File: src/rtl/stim_pkg.sv
package stim_pkg;

    localparam int NCH       = 8;
    localparam int CH_W      = 3;
    localparam int AMP_W     = 4;
    localparam int WCODE_W   = 8;
    localparam int PCODE_W   = 10;
    localparam int SYNC_W    = 8;
    localparam logic [SYNC_W-1:0] SYNC_WORD = 8'hA5;
    localparam int PAYLOAD_W = CH_W + AMP_W + 1 + WCODE_W + PCODE_W;
    localparam int FRAME_W   = SYNC_W + PAYLOAD_W;

    localparam int WIDTH_MIN  = 5;
    localparam int WIDTH_MAX  = 100;
    localparam int PERIOD_MIN = 5;
    localparam int PERIOD_MAX = 1000;
    localparam int GAP_UNITS  = 2;

    typedef struct packed {
        logic [CH_W-1:0]    chan;
        logic [AMP_W-1:0]   amp;
        logic               gap_en;
        logic [WCODE_W-1:0] width;
        logic [PCODE_W-1:0] period;
    } stim_cfg_t;

    typedef enum logic [1:0] {
        PH_IDLE = 2'd0,
        PH_CATH = 2'd1,
        PH_GAP  = 2'd2,
        PH_ANOD = 2'd3
    } phase_t;

    function automatic logic [WCODE_W-1:0] clamp_width(input logic [WCODE_W-1:0] c);
        if (c < WCODE_W'(WIDTH_MIN)) return WCODE_W'(WIDTH_MIN);
        if (c > WCODE_W'(WIDTH_MAX)) return WCODE_W'(WIDTH_MAX);
        return c;
    endfunction

    function automatic logic [PCODE_W-1:0] clamp_period(input logic [PCODE_W-1:0] c);
        if (c < PCODE_W'(PERIOD_MIN)) return PCODE_W'(PERIOD_MIN);
        if (c > PCODE_W'(PERIOD_MAX)) return PCODE_W'(PERIOD_MAX);
        return c;
    endfunction

    function automatic stim_cfg_t decode_payload(input logic [PAYLOAD_W-1:0] p);
        stim_cfg_t c;
        c        = stim_cfg_t'(p);
        c.width  = clamp_width(c.width);
        c.period = clamp_period(c.period);
        return c;
    endfunction

endpackage

File: src/rtl/stim_clkdiv.sv
module stim_clkdiv #(
    parameter int DIV      = 11,
    parameter int UNIT_DIV = 11
) (
    input  logic clk,
    input  logic rst,
    output logic lclk_en,
    output logic unit_tick
);
    localparam int DW = (DIV > 2) ? $clog2(DIV) : 1;
    localparam int UW = (UNIT_DIV > 2) ? $clog2(UNIT_DIV) : 1;

    logic [DW-1:0] dcnt;
    logic [UW-1:0] ucnt;

    assign lclk_en   = (dcnt == DW'(DIV - 1));
    assign unit_tick = lclk_en && (ucnt == UW'(UNIT_DIV - 1));

    always_ff @(posedge clk) begin
        if (rst) begin
            dcnt <= '0;
            ucnt <= '0;
        end else begin
            if (lclk_en) dcnt <= '0;
            else         dcnt <= dcnt + 1'b1;
            if (lclk_en) begin
                if (ucnt == UW'(UNIT_DIV - 1)) ucnt <= '0;
                else                           ucnt <= ucnt + 1'b1;
            end
        end
    end
endmodule

File: src/rtl/stim_deframer.sv
module stim_deframer
    import stim_pkg::*;
(
    input  logic      clk,
    input  logic      rst,
    input  logic      lclk_en,
    input  logic      dl_in,
    output logic      cfg_valid,
    output stim_cfg_t cfg
);
    logic               bit_q;
    logic [FRAME_W-1:0] shreg;
    logic [FRAME_W-1:0] shreg_nx;
    logic               sync_hit;

    assign shreg_nx = {shreg[FRAME_W-2:0], bit_q};
    assign sync_hit = (shreg_nx[FRAME_W-1 -: SYNC_W] == SYNC_WORD);

    always_ff @(posedge clk) begin
        if (rst) begin
            bit_q     <= 1'b0;
            shreg     <= '0;
            cfg_valid <= 1'b0;
            cfg       <= '0;
        end else begin
            cfg_valid <= 1'b0;
            if (lclk_en) begin
                bit_q <= dl_in;
                if (sync_hit) begin
                    shreg     <= '0;
                    cfg_valid <= 1'b1;
                    cfg       <= decode_payload(shreg_nx[PAYLOAD_W-1:0]);
                end else begin
                    shreg <= shreg_nx;
                end
            end
        end
    end
endmodule

File: src/rtl/stim_phase_seq.sv
module stim_phase_seq
    import stim_pkg::*;
#(
    parameter int PER_SCALE = 20
) (
    input  logic             clk,
    input  logic             rst,
    input  logic             unit_tick,
    input  logic             cfg_valid,
    input  stim_cfg_t        cfg,
    output logic [NCH-1:0]   sw_en,
    output logic             dir,
    output logic [AMP_W-1:0] dac_code
);
    localparam int PU_W = $clog2(PERIOD_MAX * PER_SCALE + 1);

    stim_cfg_t          pend;
    stim_cfg_t          act;
    logic               have_cfg;
    phase_t             phase;
    logic [WCODE_W-1:0] wcnt;
    logic [PU_W-1:0]    pcnt;
    logic [PU_W-1:0]    per_units;
    logic               period_up;
    logic               start_ev;
    logic               in_pulse;
    logic               w_last;

    assign per_units = PU_W'(act.period) * PU_W'(PER_SCALE);
    assign period_up = ({1'b0, pcnt} + (PU_W+1)'(1)) >= {1'b0, per_units};
    assign start_ev  = unit_tick && (phase == PH_IDLE) && have_cfg && period_up;
    assign w_last    = (wcnt == act.width - 1'b1);

    always_ff @(posedge clk) begin
        if (rst) begin
            pend     <= '0;
            have_cfg <= 1'b0;
        end else if (cfg_valid) begin
            pend     <= cfg;
            have_cfg <= 1'b1;
        end
    end

    always_ff @(posedge clk) begin
        if (rst) begin
            act   <= '0;
            phase <= PH_IDLE;
            wcnt  <= '0;
            pcnt  <= '1;
        end else if (unit_tick) begin
            if (start_ev) begin
                act   <= pend;
                phase <= PH_CATH;
                wcnt  <= '0;
                pcnt  <= '0;
            end else begin
                if (pcnt != '1) pcnt <= pcnt + 1'b1;
                unique case (phase)
                    PH_IDLE: wcnt <= '0;
                    PH_CATH: begin
                        if (w_last) begin
                            wcnt  <= '0;
                            phase <= act.gap_en ? PH_GAP : PH_ANOD;
                        end else begin
                            wcnt <= wcnt + 1'b1;
                        end
                    end
                    PH_GAP: begin
                        if (wcnt == WCODE_W'(GAP_UNITS - 1)) begin
                            wcnt  <= '0;
                            phase <= PH_ANOD;
                        end else begin
                            wcnt <= wcnt + 1'b1;
                        end
                    end
                    PH_ANOD: begin
                        if (w_last) begin
                            wcnt  <= '0;
                            phase <= PH_IDLE;
                        end else begin
                            wcnt <= wcnt + 1'b1;
                        end
                    end
                    default: phase <= PH_IDLE;
                endcase
            end
        end
    end

    assign in_pulse = (phase == PH_CATH) || (phase == PH_ANOD);
    assign dir      = (phase == PH_ANOD);
    assign dac_code = in_pulse ? act.amp : '0;

    for (genvar i = 0; i < NCH; i++) begin : g_sw
        assign sw_en[i] = in_pulse && (act.chan == CH_W'(i));
    end
endmodule

File: src/rtl/stim_sequencer.sv
module stim_sequencer
    import stim_pkg::*;
#(
    parameter int DIV       = 11,
    parameter int UNIT_DIV  = 11,
    parameter int PER_SCALE = 20
) (
    input  logic             clk,
    input  logic             rst,
    input  logic             dl_in,
    output logic             lclk_en,
    output logic [NCH-1:0]   sw_en,
    output logic             dir,
    output logic [AMP_W-1:0] dac_code
);
    logic      unit_tick;
    logic      cfg_valid;
    stim_cfg_t cfg;

    stim_clkdiv #(.DIV(DIV), .UNIT_DIV(UNIT_DIV)) u_div (
        .clk       (clk),
        .rst       (rst),
        .lclk_en   (lclk_en),
        .unit_tick (unit_tick)
    );

    stim_deframer u_rx (
        .clk       (clk),
        .rst       (rst),
        .lclk_en   (lclk_en),
        .dl_in     (dl_in),
        .cfg_valid (cfg_valid),
        .cfg       (cfg)
    );

    stim_phase_seq #(.PER_SCALE(PER_SCALE)) u_seq (
        .clk       (clk),
        .rst       (rst),
        .unit_tick (unit_tick),
        .cfg_valid (cfg_valid),
        .cfg       (cfg),
        .sw_en     (sw_en),
        .dir       (dir),
        .dac_code  (dac_code)
    );
endmodule

File: config.mk
export PLATFORM = sky130hd
export DESIGN_NAME = stim_sequencer
export DESIGN_NICKNAME = d
export VERILOG_FILES = /design/src/rtl/stim_pkg.sv /design/src/rtl/stim_clkdiv.sv /design/src/rtl/stim_deframer.sv /design/src/rtl/stim_phase_seq.sv /design/src/rtl/stim_sequencer.sv
export SDC_FILE = /design/constraint.sdc
export NUM_CORES = 1
export LEC_CHECK = 0
export ABC_CLOCK_PERIOD_IN_PS = 4700
export CAP_MARGIN = 20
export CORE_MARGIN = 4
export CORE_UTILIZATION = 45
export CTS_CLUSTER_DIAMETER = 120
export DETAILED_ROUTE_END_ITERATION = 6
export PLACE_DENSITY = 0.57
export SKIP_LAST_GASP = 1
export SYNTH_ARGS = -nofsm -noshare
export SYNTH_HDL_FRONTEND = slang
export SYNTH_SLANG_ARGS = --single-unit
File: constraint.sdc
create_clock -name clk -period 4.7 [get_ports clk]
set_input_delay 0.94 -clock clk [delete_from_list [all_inputs] [get_ports clk]]
set_output_delay 0.94 -clock clk [all_outputs]
set_load 0.05 [all_outputs]
==> results of run 1 <==
## per-layer routing
| metal | wire [um] | part of all wire, % |
|---|---|---|
| met5 | 0 | 0 |
| met4 | 180 | 1.3 |
| met3 | 606 | 4.4 |
| met2 | 6160 | 45 |
| met1 | 6790 | 49 |
## flip-flops by register name, summed over array words and instances, names as in the netlist
signal          flops
u_div.ucnt          4
u_rx.cfg_valid      1
u_rx.cfg           26
u_div.dcnt          4
u_rx.bit_q          1
u_seq.wcnt          8
u_seq.pend         26
u_rx.shreg         33
u_seq.act          26
u_seq.phase         2
u_seq.pcnt         15
u_seq.have_cfg      1
## placed cells by master (no fill, tap or decap), drive strengths merged, types with 2 or more instances in the layout
cell type,synthesis,layout
a31oi,4,4
nand3,27,27
clkinvlp,0,4
and2,7,7
a21oi,41,41
nor3b,3,3
nand4,6,6
nor3,16,16
nand4b,2,2
buf,11,5
nor4,6,6
clkinv,0,3
nand2b,8,8
nand2,70,70
xnor2,27,27
nor2,96,96
a211oi,5,5
a22o,29,29
a211o,4,4
nor2b,4,4
inv,17,24
or2,3,3
ha,35,35
a21o,6,6
dfxtp,147,147
or3,2,2
nand3b,2,2
mux2i,53,53
a311oi,3,3
a221oi,2,2
clkdlybuf4s50,0,15
a21boi,3,3
xor2,18,18
or4,6,6
o21ai,30,30
a31o,3,3
a32oi,3,3
clkbuf,33,17
and3,4,4
o2111a,2,2
## final timing paths
check / to / slack (ps) / cells after the start
max: u_seq.act[16] / 520 / 17
min: u_rx.shreg[32] / 460 / 2
max reg2reg: u_seq.act[16] / 520 / 17
min reg2reg: u_rx.shreg[32] / 460 / 2
## area by class of cell
class | count | area, um^2 | share of cell area, %
multi-input cells | 542 | 3630 | 47.8
well taps | 184 | 230 | 3.03
repair buffers | 20 | 185 | 2.44
clock inverters | 14 | 116 | 1.53
flip-flops and latches | 147 | 2940 | 38.7
clock buffers | 17 | 425 | 5.60
inverters | 17 | 63.8 | 0.840
## worst max-delay path, delay by kind of cell (launching register included)
| kind | cells | cell delay, ps |
|---|---|---|
| adders and majority gates | 4 | 1140 |
| xor gates and xnor gates | 1 | 90 |
| and+or+nand+nor | 4 | 460 |
| AOI/OAI and AO/OA | 6 | 1680 |
| muxes | 1 | 290 |
| DFF | 1 | 330 |
| buffers and inverters | 1 | 60 |
## kinds of logic after synthesis
family	count (synthesis)
AND/OR/NAND/NOR	263
AO/OA/AOI/OAI	144
XOR/XNOR	45
adder cells (fa/ha/maj)	36
multiplexers	54
flip-flops	147
buffers and inverters	61
## power by group
part / switching [mW] / total, mW / internal, mW
Combinational: 0.0242 / 0.0299 / 0.00567
Sequential: 0.00197 / 1.25 / 1.25
Clock: 0.562 / 1.25 / 0.684
## metrics by stage
step | hold slack (ps) | std cells
final | 456 | 941
after global routing | 479 | 941
after CTS | 460 | 941
after detailed placement | 449 | 910
after global placement | 437 | 910
after floorplan | 427 | 750
==> results.yml, run 1 <==
clock_network:
  clk_path_buf_depth: 2
  cts-resized-gates: 0
  clkSlewWorstSetupHoldPaths_ps: 60
  cts_hold_buf: 0
  clk_latency_ps: 430
  htreeDepth: 4
  cts.sinks: 147
  cts_tree: "done"
  cts_made_buffers: 17
  post-cts-setup-buffers: 0
  root_buffer: "clkbuf_16"
synth:
  yosysWarnings: 0
  async_flop_share_pct: 0
  synthSimpleGateAreaFrac_pct: 18.3
  synth-compound-area-share_pct: 14.3
  synth_cells: 750
  synth_edf_count: 0
  synth.mux.area_fraction_pct: 8.01
  syn-cell-area_um2: 6810
  synthFlopType: "dfxtp_1"
  synth-adder-area-share_pct: 6.72
  yosysMostFrequentCell: "dfxtp_1"
  synth_seq_cells: 147
  seq_area_frac_synth_pct: 43.2
  syn_avg_cell_area_um2: 9.08
  syn_nets: 789
  synth_xor_area_share_pct: 5.79
  synth_top_area_share_pct: 43.2
  synth.area.top_cells: "dfxtp_1 43%, mux2i_1 7.8%, ha_1 6.4%"
  yosysUniqueCellTypes: 61
  synth_top_cell_by_area: "dfxtp_1"
  yosys-top-cells-count: "147 x dfxtp_1, 96 x nor2_1, 70 x nand2_1"
  synth_top_family_by_area: "simple AND/OR/NAND/NOR gates"
floorplan:
  core_area_um2: 14700
  initial_core_util_pct: 46.3
  io_pins: 17
  die-area_um2: 17200
  placementRows: 44
  die_w_um: 131
  dieHeight_um: 131
timing:
  final_max_slew_viol_count: 0
  min_period_ps: 4180
  tightest_slew_ps: 1040
  fin_setup_tns_ps: 0
  setup_viol: 0
  hold_viol: 0
  fin_skew_ps: 8.94
  fin_crit_sh_pct: 88.9
  rsz0062_at_grt: "no"
  timing.slew.headroom_pct: 30.2
  worst_slack_ps: 520
  max_freq_mhz: 239
worst_setup_path:
  crit_fanout: 27
  max_stage_delay_ps: 880
  critPathLaunchType: "register"
  crit_required_ps: 4980
  end_kind: "register"
  worstPathCellList: "ha_1 > ha_1 > inv_1 > fa_1 > nor2b_1 > o21ai_0 > a21boi_0 > o21ai_0 > a21oi_1 > xnor2_1 > ha_1 > nand3_1 > nor3_1 > o21ai_0 > a21boi_4 > mux2i_1 > nor2_1"
  worstReg2RegStart: "u_seq.act[1]"
  cp-startpoint: "u_seq.act[1]"
  worstPathArrival_ps: 4460
  critPathKind: "register to register"
  slowest_stage: "a21boi_4"
grt:
  top_usage_layer: "met2"
  grt_use_total_pct: 17.4
  grt_use_met1_pct: 23.9
  overflow: 0
  grt_first_pass_wirelength_mm: 23.8
  use_met3_pct: 5.08
  antenna_found_initial: 0
  grt_pass1_vias: 4900
  grt_max_degree: 87
  met2_usage_pct: 26.1
drt:
  first_iter_violations: 320
  viasPerCell: 5.44
  drtPass1Iterations: 5
  postRouteWirelength_mm: 13.7
  vias: 5123
  wl_per_cell_um: 14.6
  drc: 0
  ant_nets: 0
place:
  port_buffers: 16
  place_area_um2: 7050
  dp_hpwl_mm: 9.54
  dp_worst_setup_slack_ps: 469
  place_congestion: 0.784
job:
  maxCapViolCount: 0
finish:
  drive_gt1_share_pct: 6.47
  fin_util_pct: 51.7
  fillers: 1386
  final_area_um2: 7600
  area_growth_pct: 11.5
  n_antenna_cell: 0
  nets: 784
power:
  cellPowerDensity_nw_per_um2: 333
  p_leak_nw: 2.95
  p_total_mw: 2.53
  vdd_drop_max_uv: 252
outcome:
  outcome: "finished, final reports clean"
min_path:
  hold_class: "register to register"
  hp-start: "u_rx.shreg[32]"
Power figures use the tool's default switching activity.
==> run 2: changes to the inputs <==
- CTS_BUF_LIST: unset -> sky130_fd_sc_hd__clkbuf_4
==> results.yml, run 2 (same netlist as run 1, synthesis figures left out) <==
outcome:
  outcome: "finished, final reports clean"
timing:
  final_max_slew_viol_count: 0
  rsz0062_at_grt: "no"
  tightest_slew_ps: 1050
  fin_setup_tns_ps: 0
  worst_slack_ps: 505
  timing.slew.headroom_pct: 29.9
  max_freq_mhz: 238
  min_period_ps: 4200
  hold_viol: 0
  holdWs_ps: 466
  setup_viol: 0
  fin_skew_ps: 21.3
  fin_crit_sh_pct: 89.3
worst_setup_path:
  critPathKind: "register to register"
  crit_fanout: 27
  crit_required_ps: 5110
  critPathLaunchType: "register"
  end_kind: "register"
  worstPathArrival_ps: 4600
drt:
  ant_nets: 0
  first_iter_violations: 350
  wl_per_cell_um: 14.6
  vias: 5121
  viasPerCell: 5.44
  drc: 0
  postRouteWirelength_mm: 13.7
  drtPass1Iterations: 4
power:
  p_leak_nw: 2.82
  p_switching_uw: 524
  p_comb_share_pct: 1.5
  seqPwrFrac_pct: 62.6
  swShare_pct: 26.3
  p_total_mw: 2.00
  p_clk_share_pct: 35.9
  cellPowerDensity_nw_per_um2: 274
  vdd_drop_max_uv: 186
  p_int_mw: 1.47
finish:
  nets: 784
  layout_commonest_cell: "dfxtp_1"
  regMostFlops: "u_rx.shreg"
  drive_gt1_share_pct: 6.47
  largest_reg_flops: 33
  area_growth_pct: 7.16
  final_cell_count_no_fill: 942
  layout_common_cells: "147 x dfxtp_1, 96 x nor2_1, 70 x nand2_1"
  fillers: 1420
grt:
  grt_max_degree: 87
  antenna_found_initial: 1
  grt_use_total_pct: 17.1
  overflow: 0
  grt_first_pass_wirelength_mm: 23.6
  grt_pass1_vias: 4867
clock_network:
  cts_made_buffers: 17
  post-cts-setup-buffers: 0
  root_buffer: "clkbuf_4"
  clkSlewWorstSetupHoldPaths_ps: 140
  cts.sinks: 147
  clk_path_buf_depth: 2
  cts-resized-gates: 0
  cts_tree: "done"
  clk_latency_ps: 550
  htreeDepth: 4
  cts_hold_buf: 0
place:
  placedCellCount: 910
  dp_worst_setup_slack_ps: 469
  place_congestion: 0.784
  port_buffers: 16
  dp_hpwl_mm: 9.54
floorplan:
  dieHeight_um: 131
  die_w_um: 131
  core_area_um2: 14700
  initial_core_util_pct: 46.3
  placementRows: 44
  io_pins: 17
  die-area_um2: 17200
job:
  maxCapViolCount: 0
min_path:
  hold_class: "register to register"
[run 2: cell count changes in the layout (fill, tap and decap cells not counted)]
cell,change
clkbuf_16,-17
clkbuf_4,+17
diode_2,+1
[run 2: through the flow]
step / util, % / instance area, um^2
2_1_floorplan: - / 6810
3_3_place_gp: 48.0 / 7050
3_5_place_dp: 48.0 / 7050
4_1_cts: 49.7 / 7300
5_1_grt: 49.7 / 7300
6_report: 49.7 / 7300
[run 2: path summary, 6_finish.rpt]
kind / start / end / slack, ps / cells past startpoint
worst max-delay path: u_seq.act[3] / u_seq.act[18] / 500 / 17
worst min-delay path: u_rx.shreg[32] / u_rx.shreg[32] / 470 / 2
worst max register to register: u_seq.act[3] / u_seq.act[18] / 500 / 17
worst min register to register: u_rx.shreg[32] / u_rx.shreg[32] / 470 / 2
[run 2: cell type report]
class / instances / area [um^2] / area share, %
Inverter: 17 / 63.8 / 0.874
Timing Repair Buffer: 20 / 185 / 2.54
Antenna cell: 1 / 2.50 / 0.0343
Sequential cell: 147 / 2940 / 40.3
Clock inverter: 14 / 116 / 1.59
Tap cell: 184 / 230 / 3.15
Multi-Input combinational cell: 542 / 3630 / 49.8
Clock buffer: 17 / 128 / 1.75
[run 2: worst max-delay path, cell delays in order (launching register included)]
cell      delay (ps)
dfxtp_1          350
ha_1             290
ha_1             170
inv_1             60
fa_1             390
nor2b_1          110
o21ai_0           90
a21boi_0         170
o21ai_0          130
a21oi_1          180
xnor2_1           90
ha_1             290
nand3_1           90
nor3_1           190
o21ai_0          220
a21boi_4         880
mux2i_1          280
nor2_1            60
[run 2: power by group through the flow]
stage | clock, mW | combinational (mW) | sequential [mW]
floorplan | 0 | 0.0228 | 1.28
global placement | 0 | 0.0297 | 1.28
detailed placement | 0 | 0.0306 | 1.28
CTS | 0.742 | 0.0306 | 1.25
global route | 0.790 | 0.0337 | 1.25
finish | 0.717 | 0.0301 | 1.25
[run 2: routing by layer]
| layer | vias to the layer above | global-route usage, % | share of wire [%] |
|---|---|---|---|
| met1 | 2413 | 23.8 | 52 |
| met3 | 14 | 4.27 | 2.5 |
| met5 | - | 0 | 0 |
| met4 | 0 | 5.44 | 1.2 |
| li1 | 2634 | - | - |
| met2 | 60 | 26.2 | 44 |
==> run 3: changes to the inputs <==
- CORE_ASPECT_RATIO: unset -> 1.2
- HOLD_SLACK_MARGIN: unset -> 0.06
==> results.yml, run 3 (same netlist as run 1, synthesis figures left out) <==
clock_network:
  cts-resized-gates: 0
  clkSlewWorstSetupHoldPaths_ps: 130
  clk_latency_ps: 540
  cts_tree: "done"
  htreeDepth: 4
  clk_path_buf_depth: 2
  cts_made_buffers: 17
  cts_hold_buf: 0
  cts.sinks: 147
  post-cts-setup-buffers: 0
  root_buffer: "clkbuf_4"
drt:
  postRouteWirelength_mm: 13.9
  viasPerCell: 5.30
  wl_per_cell_um: 14.4
  drc: 0
  first_iter_violations: 305
  ant_nets: 0
  vias: 5112
  drtPass1Iterations: 4
grt:
  grt_pass1_vias: 4943
  antenna_found_initial: 0
  grt_use_total_pct: 17.2
  grt_max_degree: 76
  grt_first_pass_wirelength_mm: 24.1
  overflow: 0
power:
  cellPowerDensity_nw_per_um2: 274
  p_total_mw: 2.02
  vdd_drop_max_uv: 176
  p_leak_nw: 2.84
finish:
  drive_gt1_share_pct: 6.58
  n_antenna_cell: 0
  layout_commonest_cell: "dfxtp_1"
  area_growth_pct: 8.10
  nets: 786
  layout_common_cells: "147 x dfxtp_1, 95 x nor2_1, 70 x nand2_1"
  final_cell_count_no_fill: 964
  regMostFlops: "u_rx.shreg"
  final_area_um2: 7360
  largest_reg_flops: 33
floorplan:
  placementRows: 49
  die-area_um2: 17200
  dieHeight_um: 143
  io_pins: 17
  core_area_um2: 14900
  initial_core_util_pct: 45.7
  die_w_um: 120
place:
  port_buffers: 16
  place_area_um2: 7090
  placedCellCount: 931
  dp_worst_setup_slack_ps: 500
  dp_hpwl_mm: 9.68
  place_congestion: 0.803
worst_setup_path:
  r2r_end: "u_seq.phase[0]"
  crit_fanout: 27
  worstReg2RegStart: "u_seq.act[1]"
  worstSetupEndpoint: "u_seq.phase[0]"
  r2r_setup_slack_ps: 510
  cp-startpoint: "u_seq.act[1]"
  critPathKind: "register to register"
  critPathLaunchType: "register"
  worstPathArrival_ps: 4590
  r2r_cells: 17
  crit_required_ps: 5100
  end_kind: "register"
timing:
  rsz0062_at_grt: "no"
  fin_setup_tns_ps: 0
  hold_viol: 0
  worst_slack_ps: 508
  final_max_slew_viol_count: 0
  timing.slew.headroom_pct: 31.5
  fin_skew_ps: 19.5
  tightest_slew_ps: 1030
  max_freq_mhz: 239
  fin_crit_sh_pct: 89.2
  setup_viol: 0
  min_period_ps: 4190
job:
  maxCapViolCount: 0
outcome:
  outcome: "finished, final reports clean"
min_path:
  hold_class: "register to register"
[run 3: power by group]
group / leakage, nW / switching [mW] / total (mW) / internal (mW)
Combinational: 1.53 / 0.0244 / 0.0313 / 0.00691
Clock: 0.133 / 0.464 / 0.736 / 0.272
Sequential: 1.18 / 0.00190 / 1.25 / 1.25
Total: 2.84 / 0.490 / 2.02 / 1.53
[run 3: area by class of cell]
type	instances	area [um^2]
clock buffers	18	135
clock inverters	14	125
fillers	1447	7530
inverters	17	63.8
multi-input cells	542	3630
flip-flops and latches	147	2940
well taps	204	255
repair buffers	22	208
[run 3: stage by stage]
stage,utilization (%),hold slack [ps]
2_1_floorplan,-,427
6_report,49.4,463
5_1_grt,49.4,487
3_5_place_dp,47.6,447
4_1_cts,49.3,465
3_3_place_gp,47.6,440
[run 3: worst max-delay path: stages, from the launching register on]
cell,delay (ps)
dfxtp_1,360
ha_1,300
ha_1,160
inv_1,50
fa_1,390
nor2b_1,110
o21ai_0,100
a21boi_0,170
o21ai_0,120
a21oi_1,170
xnor2_1,140
ha_1,270
a21o_1,170
a21o_1,180
a221oi_1,540
a21boi_4,380
a311oi_1,360
nor3_1,80
[run 3: worst min path at each step]
| stage | cells after the start | slack [ps] | to | from |
|---|---|---|---|---|
| floorplan | 2 | 430 | u_seq.have_cfg | u_seq.have_cfg |
| CTS | 2 | 460 | u_rx.cfg[7] | u_rx.cfg[7] |
| global route | 2 | 490 | u_rx.cfg[9] | u_rx.cfg[9] |
| global placement | 1 | 440 | u_div.dcnt[0] | u_div.dcnt[0] |
| detailed placement | 2 | 450 | u_rx.cfg[14] | u_rx.cfg[14] |
| finish | 2 | 460 | u_rx.cfg[14] | u_rx.cfg[14] |
[run 3: per-layer routing]
metal	vias up	GRT usage, %	routed length [um]
met5	-	0	0
met4	0	5.43	191
met3	14	4.32	331
met2	58	29.2	6780
met1	2404	21.5	6600
li1	2636	-	-
